<file path="src/rtl/rfmv_pkg.sv">
package rfmv_pkg;
  typedef enum logic [1:0] {
    SZ_BYTE = 2'b00,
    SZ_WORD = 2'b01,
    SZ_PAIR = 2'b10,
    SZ_QUAD = 2'b11
  } view_size_e;
endpackage

</file>
<file path="src/rtl/rfmv_write_lanes.sv">
module rfmv_write_lanes #(
  parameter int NUM_WORDS = 16,
  parameter int WORD_W    = 16,
  localparam int IDX_W    = $clog2(NUM_WORDS),
  localparam int HALF_W   = WORD_W / 2,
  localparam int BUS_W    = 4 * WORD_W
) (
  input  logic                               clk,
  input  logic                               rst_n,
  input  logic                               we,
  input  logic [IDX_W-1:0]                   waddr,
  input  logic [1:0]                         wsize,
  input  logic [BUS_W-1:0]                   wdata,
  output logic [NUM_WORDS-1:0]               hi_we,
  output logic [NUM_WORDS-1:0]               lo_we,
  output logic [NUM_WORDS-1:0][WORD_W-1:0]   lane_data
);
  import rfmv_pkg::*;

  logic [NUM_WORDS-1:0] lane_hit;

  // Slice of the write bus that lands in word lane 'pos' of a multi-word view.
  function automatic logic [WORD_W-1:0] group_slice(input logic [BUS_W-1:0] bus,
                                                    input int unsigned width_words,
                                                    input int unsigned pos);
    int unsigned shift;
    shift = (width_words - 1 - pos) * WORD_W;
    return bus[shift +: WORD_W];
  endfunction

  for (genvar i = 0; i < NUM_WORDS; i++) begin : g_lane
    localparam logic [IDX_W-1:0] LANE = i[IDX_W-1:0];
    logic hit, hi_sel, lo_sel;
    logic [WORD_W-1:0] val;
    always_comb begin
      hit    = 1'b0;
      hi_sel = 1'b0;
      lo_sel = 1'b0;
      val    = '0;
      unique case (view_size_e'(wsize))
        SZ_BYTE: begin
          hit    = (LANE[IDX_W-1] == 1'b0) && (waddr[IDX_W-2:0] == LANE[IDX_W-2:0]);
          hi_sel = hit && !waddr[IDX_W-1];
          lo_sel = hit &&  waddr[IDX_W-1];
          val    = {wdata[HALF_W-1:0], wdata[HALF_W-1:0]};
        end
        SZ_WORD: begin
          hit = (waddr == LANE);
          hi_sel = hit;
          lo_sel = hit;
          val = wdata[WORD_W-1:0];
        end
        SZ_PAIR: begin
          hit = (waddr[IDX_W-1:1] == LANE[IDX_W-1:1]);
          hi_sel = hit;
          lo_sel = hit;
          val = group_slice(wdata, 2, int'(LANE[0]));
        end
        default: begin
          hit = (waddr[IDX_W-1:2] == LANE[IDX_W-1:2]);
          hi_sel = hit;
          lo_sel = hit;
          val = group_slice(wdata, 4, int'(LANE[1:0]));
        end
      endcase
    end
    assign lane_hit[i]  = we && hit;
    assign hi_we[i]     = we && hi_sel;
    assign lo_we[i]     = we && lo_sel;
    assign lane_data[i] = val;
  end

  assert_lane_count_R9: assert property (@(posedge clk) disable iff (!rst_n)
    we |-> ($countones(lane_hit) ==
            ((wsize == 2'b11) ? 4 : (wsize == 2'b10) ? 2 : 1)));

  assert_byte_one_half_R4: assert property (@(posedge clk) disable iff (!rst_n)
    (we && wsize == 2'b00) |-> ($countones(hi_we) + $countones(lo_we) == 1));
endmodule

</file>
<file path="src/rtl/rfmv_word_bank.sv">
module rfmv_word_bank #(
  parameter int NUM_WORDS = 16,
  parameter int WORD_W    = 16,
  localparam int HALF_W   = WORD_W / 2
) (
  input  logic                             clk,
  input  logic                             rst_n,
  input  logic [NUM_WORDS-1:0]             hi_we,
  input  logic [NUM_WORDS-1:0]             lo_we,
  input  logic [NUM_WORDS-1:0][WORD_W-1:0] lane_data,
  output logic [NUM_WORDS-1:0][WORD_W-1:0] words
);
  for (genvar i = 0; i < NUM_WORDS; i++) begin : g_word
    logic [HALF_W-1:0] hi_q, lo_q;
    always_ff @(posedge clk or negedge rst_n) begin
      if (!rst_n) begin
        hi_q <= '0;
        lo_q <= '0;
      end else begin
        if (hi_we[i]) hi_q <= lane_data[i][WORD_W-1:HALF_W];
        if (lo_we[i]) lo_q <= lane_data[i][HALF_W-1:0];
      end
    end
    assign words[i] = {hi_q, lo_q};

    assert_idle_word_holds_R8: assert property (@(posedge clk) disable iff (!rst_n)
      !(hi_we[i] || lo_we[i]) |=> $stable(words[i]));
    assert_low_half_kept_R4: assert property (@(posedge clk) disable iff (!rst_n)
      (hi_we[i] && !lo_we[i]) |=> $stable(words[i][HALF_W-1:0]));
    assert_high_half_kept_R4: assert property (@(posedge clk) disable iff (!rst_n)
      (lo_we[i] && !hi_we[i]) |=> $stable(words[i][WORD_W-1:HALF_W]));
  end
endmodule

</file>
<file path="src/rtl/rfmv_read_view.sv">
module rfmv_read_view #(
  parameter int NUM_WORDS = 16,
  parameter int WORD_W    = 16,
  localparam int IDX_W    = $clog2(NUM_WORDS),
  localparam int HALF_W   = WORD_W / 2,
  localparam int BUS_W    = 4 * WORD_W
) (
  input  logic                             clk,
  input  logic                             rst_n,
  input  logic [NUM_WORDS-1:0][WORD_W-1:0] words,
  input  logic [IDX_W-1:0]                 raddr,
  input  logic [1:0]                       rsize,
  output logic [BUS_W-1:0]                 rdata
);
  import rfmv_pkg::*;

  logic [IDX_W-1:0] pair_base, quad_base, byte_word;

  function automatic logic [BUS_W-1:0] gather(input logic [NUM_WORDS-1:0][WORD_W-1:0] w,
                                              input logic [IDX_W-1:0] base,
                                              input int unsigned count);
    logic [BUS_W-1:0] acc;
    acc = '0;
    for (int unsigned k = 0; k < 4; k++) begin
      if (k < count) acc = (acc << WORD_W) | BUS_W'(w[base + IDX_W'(k)]);
    end
    return acc;
  endfunction

  assign pair_base = {raddr[IDX_W-1:1], 1'b0};
  assign quad_base = {raddr[IDX_W-1:2], 2'b00};
  assign byte_word = {1'b0, raddr[IDX_W-2:0]};

  always_comb begin
    unique case (view_size_e'(rsize))
      SZ_BYTE: rdata = raddr[IDX_W-1] ? BUS_W'(words[byte_word][HALF_W-1:0])
                                      : BUS_W'(words[byte_word][WORD_W-1:HALF_W]);
      SZ_WORD: rdata = BUS_W'(words[raddr]);
      SZ_PAIR: rdata = gather(words, pair_base, 2);
      default: rdata = gather(words, quad_base, 4);
    endcase
  end

  assert_byte_zero_ext_R3: assert property (@(posedge clk) disable iff (!rst_n)
    (rsize == 2'b00) |-> (rdata[BUS_W-1:HALF_W] == '0));
  assert_pair_zero_ext_R5: assert property (@(posedge clk) disable iff (!rst_n)
    (rsize == 2'b10) |-> (rdata[BUS_W-1:2*WORD_W] == '0));
endmodule

</file>
<file path="src/rtl/regfile_multiview.sv">
module regfile_multiview #(
  parameter int NUM_WORDS = 16,
  parameter int WORD_W    = 16,
  localparam int IDX_W    = $clog2(NUM_WORDS),
  localparam int BUS_W    = 4 * WORD_W
) (
  input  logic             clk,
  input  logic             rst_n,
  input  logic             we,
  input  logic [IDX_W-1:0] waddr,
  input  logic [1:0]       wsize,
  input  logic [BUS_W-1:0] wdata,
  input  logic [IDX_W-1:0] raddr,
  input  logic [1:0]       rsize,
  output logic [BUS_W-1:0] rdata
);
  logic [NUM_WORDS-1:0]             hi_we, lo_we;
  logic [NUM_WORDS-1:0][WORD_W-1:0] lane_data;
  logic [NUM_WORDS-1:0][WORD_W-1:0] words;

  rfmv_write_lanes #(.NUM_WORDS(NUM_WORDS), .WORD_W(WORD_W)) u_wr (
    .clk(clk), .rst_n(rst_n), .we(we), .waddr(waddr), .wsize(wsize), .wdata(wdata),
    .hi_we(hi_we), .lo_we(lo_we), .lane_data(lane_data)
  );

  rfmv_word_bank #(.NUM_WORDS(NUM_WORDS), .WORD_W(WORD_W)) u_bank (
    .clk(clk), .rst_n(rst_n), .hi_we(hi_we), .lo_we(lo_we),
    .lane_data(lane_data), .words(words)
  );

  rfmv_read_view #(.NUM_WORDS(NUM_WORDS), .WORD_W(WORD_W)) u_rd (
    .clk(clk), .rst_n(rst_n), .words(words), .raddr(raddr), .rsize(rsize), .rdata(rdata)
  );

  assert_no_write_when_idle_R8: assert property (@(posedge clk) disable iff (!rst_n)
    !we |-> (hi_we == '0 && lo_we == '0));
endmodule

</file>
<file path="config.mk">
export PLATFORM = sky130hd
export DESIGN_NAME = regfile_multiview
export DESIGN_NICKNAME = d
export VERILOG_FILES = /design/src/rtl/rfmv_pkg.sv /design/src/rtl/rfmv_write_lanes.sv /design/src/rtl/rfmv_word_bank.sv /design/src/rtl/rfmv_read_view.sv /design/src/rtl/regfile_multiview.sv
export SDC_FILE = /design/constraint.sdc
export NUM_CORES = 1
export LEC_CHECK = 0
export BUFFER_PORTS_ARGS = -buffer_cell sky130_fd_sc_hd__buf_2
export CORE_UTILIZATION = 40
export CTS_BUF_LIST = sky130_fd_sc_hd__clkbuf_8
export CTS_CLUSTER_DIAMETER = 30
export DETAILED_ROUTE_END_ITERATION = 16
export PLACE_DENSITY = 0.66
export RECOVER_POWER = 25
export SYNTH_ARGS = -nofsm -noshare
export SYNTH_HDL_FRONTEND = slang
export SYNTH_SLANG_ARGS = --single-unit
</file>
<file path="constraint.sdc">
create_clock -name clk -period 6.75 [get_ports clk]
set_clock_uncertainty 0.1 [all_clocks]
set_input_delay 1.6875 -clock clk [delete_from_list [all_inputs] [get_ports clk]]
set_output_delay 1.6875 -clock clk [all_outputs]
set_load 0.02 [all_outputs]
</file>
==> results.cfg <==
[yosys]
syn_area_per_cell_sq_um = 11.7
netlist.area_leader.share = 0.389
ys.flop_type = dfrtp_1
synth_fp_nets = 1494
syn_inst = 1411
yosys_warnings = 0
synth-edff-count = 0
yosysTopAreaCell = dfrtp_1
yosys-top-cells-area = dfrtp_1 (39%), mux4_2 (19%), mux2_2 (12%)
synth_cell_types = 60
yosysSeqAreaShare = 0.389
synth_seq_cells = 256
ys_async_sr_fraction = 1.00
synth_area_sq_um = 16500

[floorplan]
core_region_area_sq_um = 40200
fp-row-count = 73
dieArea_sq_um = 42000
die_x_um = 205
start_util = 0.410
die_h_um = 205
ios = 143

[placement]
place.gp.congestion = 0.976
dp_hpwl_mm = 38.7
port_buffers = 142
placed_area_sq_um = 17400

[setup_path]
max_stage_delay_ns = 0.69
criticalPathCategory = primary input to output pin
cp-end-kind = output pin
arrival_ns = 4.08
crit_family = buffers and inverters
critPathLaunch = raddr[1]
cp_max_fo = 62
setup.worst_path.start_class = primary input
crit_chain = buf_4 -> mux4_1 -> nor2b_1 -> a211oi_2 -> a2111oi_0 -> a211o_1 -> buf_2
crit_path_top_delay_cell = buf_4
r2r_start = u_bank.g_word[0].hi_q[3]$_DFFE_PN0P_
cp_data_required_time_ns = 4.96
crit_buf_inv = 2

[power]
switching_share = 0.327
cellPowerDensity_nw_per_um2 = 317
p_clk_frac = 0.318
power_frac_seq = 0.409
power.leakage_nw = 7.85
p_comb_frac = 0.273
power.switching_mw = 1.94
p_int_mw = 3.98
irDropWorstVdd_uv = 112

[timing]
period_minus_slack_ns = 5.87
finalHoldViolations = 0
post-route-period-util = 0.870
worstMarginPinSlew_ns = 2.85
rsz0062_at_grt = false
fin_setup_tns_ns = 0
fmax_ghz = 0.170
drv_slew = 259
slew_headroom = -0.898
setup_viol = 0

[finish]
final_common_cell = dfrtp_1
drive_gt1_frac = 0.380
final_cell_mix = dfrtp_1 (256), mux2_2 (172), nand2_1 (147), buf_2 (138), mux4_2 (136)
finalInstanceArea_sq_um = 18700
fillCellCount = 3628
area_growth_pct = 13.4
nets = 1597

[outcome]
outcome = finished with violations
violations = max-capacitance violations, max-slew violations

[detailed_routing]
antenna_left = 0
wl_per_cell_um = 25.9
dr.pass1.iters = 5
wirelength_mm = 53.8
vias = 12870
drtIter0Drc = 1485
via_per_inst = 6.18
drc = 0

[clock_network]
clock_latency_ns = 0.59
cts_buffer_depth = 3
cts_made_buffers = 52
cts_root_buf = clkbuf_8
cts.clk_slew.worst_paths_ns = 0.06
post_cts_buffers = 0
ctsResizeCount = 0
clock_sinks = 256
cts_hold_buf = 0
tritoncts = done
ctsHtreeMaxLevel = 2

[global_route]
grt_pass1_wl_mm = 80.9
grt_pass1_vias = 12497
grt_usage = 0.259
antenna_found_initial = 1
grt_max_degree = 145
gr-total-overflow = 0

[hold_path]
hold_start = u_bank.g_word[14].hi_q[4]$_DFFE_PN0P_
min_path_type = flop to flop

[run]
drv_cap = 2
metrics by stage:
stage / cells / hold slack [ns] / worst slack, ns / power, mW / util
final: 2081 / 0.406 / 0.878 / 5.92 / 0.464
after global routing: 2080 / 0.417 / 0.534 / 6.17 / 0.464
after CTS: 2080 / 0.407 / 0.931 / 5.90 / 0.465
after detailed placement: 1985 / 0.393 / 0.923 / 4.01 / 0.434
after global placement: 1985 / 0.378 / 0.955 / 3.94 / 0.434
after floorplan: 1411 / 0.361 / 1.72 / 3.42 / -
tightest hold or removal path, stage by stage, from the launching register on:
cell	delay (ns)
dfrtp_1	0.36
nand2_1	0.05
o21ai_0	0.06
state kept, by name, summed over array words and instances, names as in the netlist:
register	count
u_bank.g_word.hi_q	128
u_bank.g_word.lo_q	128
final cells by class:
class | count | area, sq um | area share
clock inverter | 32 | 379 | 0.0203
multi-input combinational | 1016 | 9300 | 0.498
clock buffer | 63 | 867 | 0.0465
antenna | 1 | 2.50 | 0.000134
timing repair buffer | 174 | 1000 | 0.0537
tap | 525 | 657 | 0.0352
inverter | 14 | 52.6 | 0.00282
sequential | 256 | 6410 | 0.343
power by group through the flow:
stage | Clock (mW) | Combinational (mW) | Sequential [mW]
after detailed placement | 0 | 1.61 | 2.40
final | 1.88 | 1.62 | 2.42
after CTS | 1.91 | 1.62 | 2.38
after global routing | 1.98 | 1.74 | 2.45
after floorplan | 0 | 1.25 | 2.17
after global placement | 0 | 1.57 | 2.37
worst paths after layout:
kind / slack [ns] / depth (start not counted) / to
setup / recovery: 0.88 / 7 / rdata[6]
hold / removal: 0.41 / 2 / u_bank.g_word[14].hi_q[4]$_DFFE_PN0P_
setup reg to reg: 5.79 / 1 / u_bank.g_word[0].hi_q[3]$_DFFE_PN0P_
hold reg to reg: 0.41 / 2 / u_bank.g_word[14].hi_q[4]$_DFFE_PN0P_
max in group asynchronous: 1.29 / 2 / u_bank.g_word[11].hi_q[5]$_DFFE_PN0P_
min in group asynchronous: 1.85 / 1 / u_bank.g_word[12].lo_q[6]$_DFFE_PN0P_
synth_stat cells (3+ instances only):
| cell | n |
|---|---|
| buf_6 | 13 |
| nor3_1 | 7 |
| mux2i_1 | 45 |
| a21oi_2 | 8 |
| dfrtp_1 | 256 |
| buf_2 | 39 |
| o21ai_0 | 89 |
| ha_1 | 4 |
| nor3b_1 | 3 |
| a22o_1 | 10 |
| nor2_1 | 88 |
| mux2_2 | 172 |
| clkbuf_1 | 40 |
| a21oi_1 | 96 |
| and2_1 | 5 |
| a21boi_0 | 11 |
| nand2b_1 | 12 |
| o21a_1 | 21 |
| mux4_2 | 136 |
| mux4_1 | 12 |
| a2111oi_0 | 7 |
| a211oi_2 | 3 |
| inv_1 | 11 |
| o21ai_1 | 4 |
| a22oi_1 | 18 |
| o31a_1 | 3 |
| nand3_1 | 8 |
| a21o_1 | 3 |
| or2_2 | 3 |
| buf_1 | 8 |
| nor2b_1 | 47 |
| a211oi_1 | 15 |
| buf_4 | 22 |
| o22ai_1 | 8 |
| nand2_1 | 148 |
per-layer routing:
metal / vias to the layer above / global-route usage / part of all wire
met5: - / 0 / 0
met4: 0 / 0.107 / 0.040
met3: 93 / 0.0482 / 0.097
met2: 738 / 0.362 / 0.43
met1: 6503 / 0.392 / 0.44
li1: 5536 / - / -
cells by family after synthesis:
| logic type | synth area share |
|---|---|
| buffers and inverters | 0.0480 |
| and+or+nand+nor | 0.0890 |
| AOI/OAI and AO/OA | 0.119 |
| DFF | 0.389 |
| muxes | 0.352 |
| adders and majority gates | 0.00304 |
Note: power is estimated with default switching activity, not from simulation.
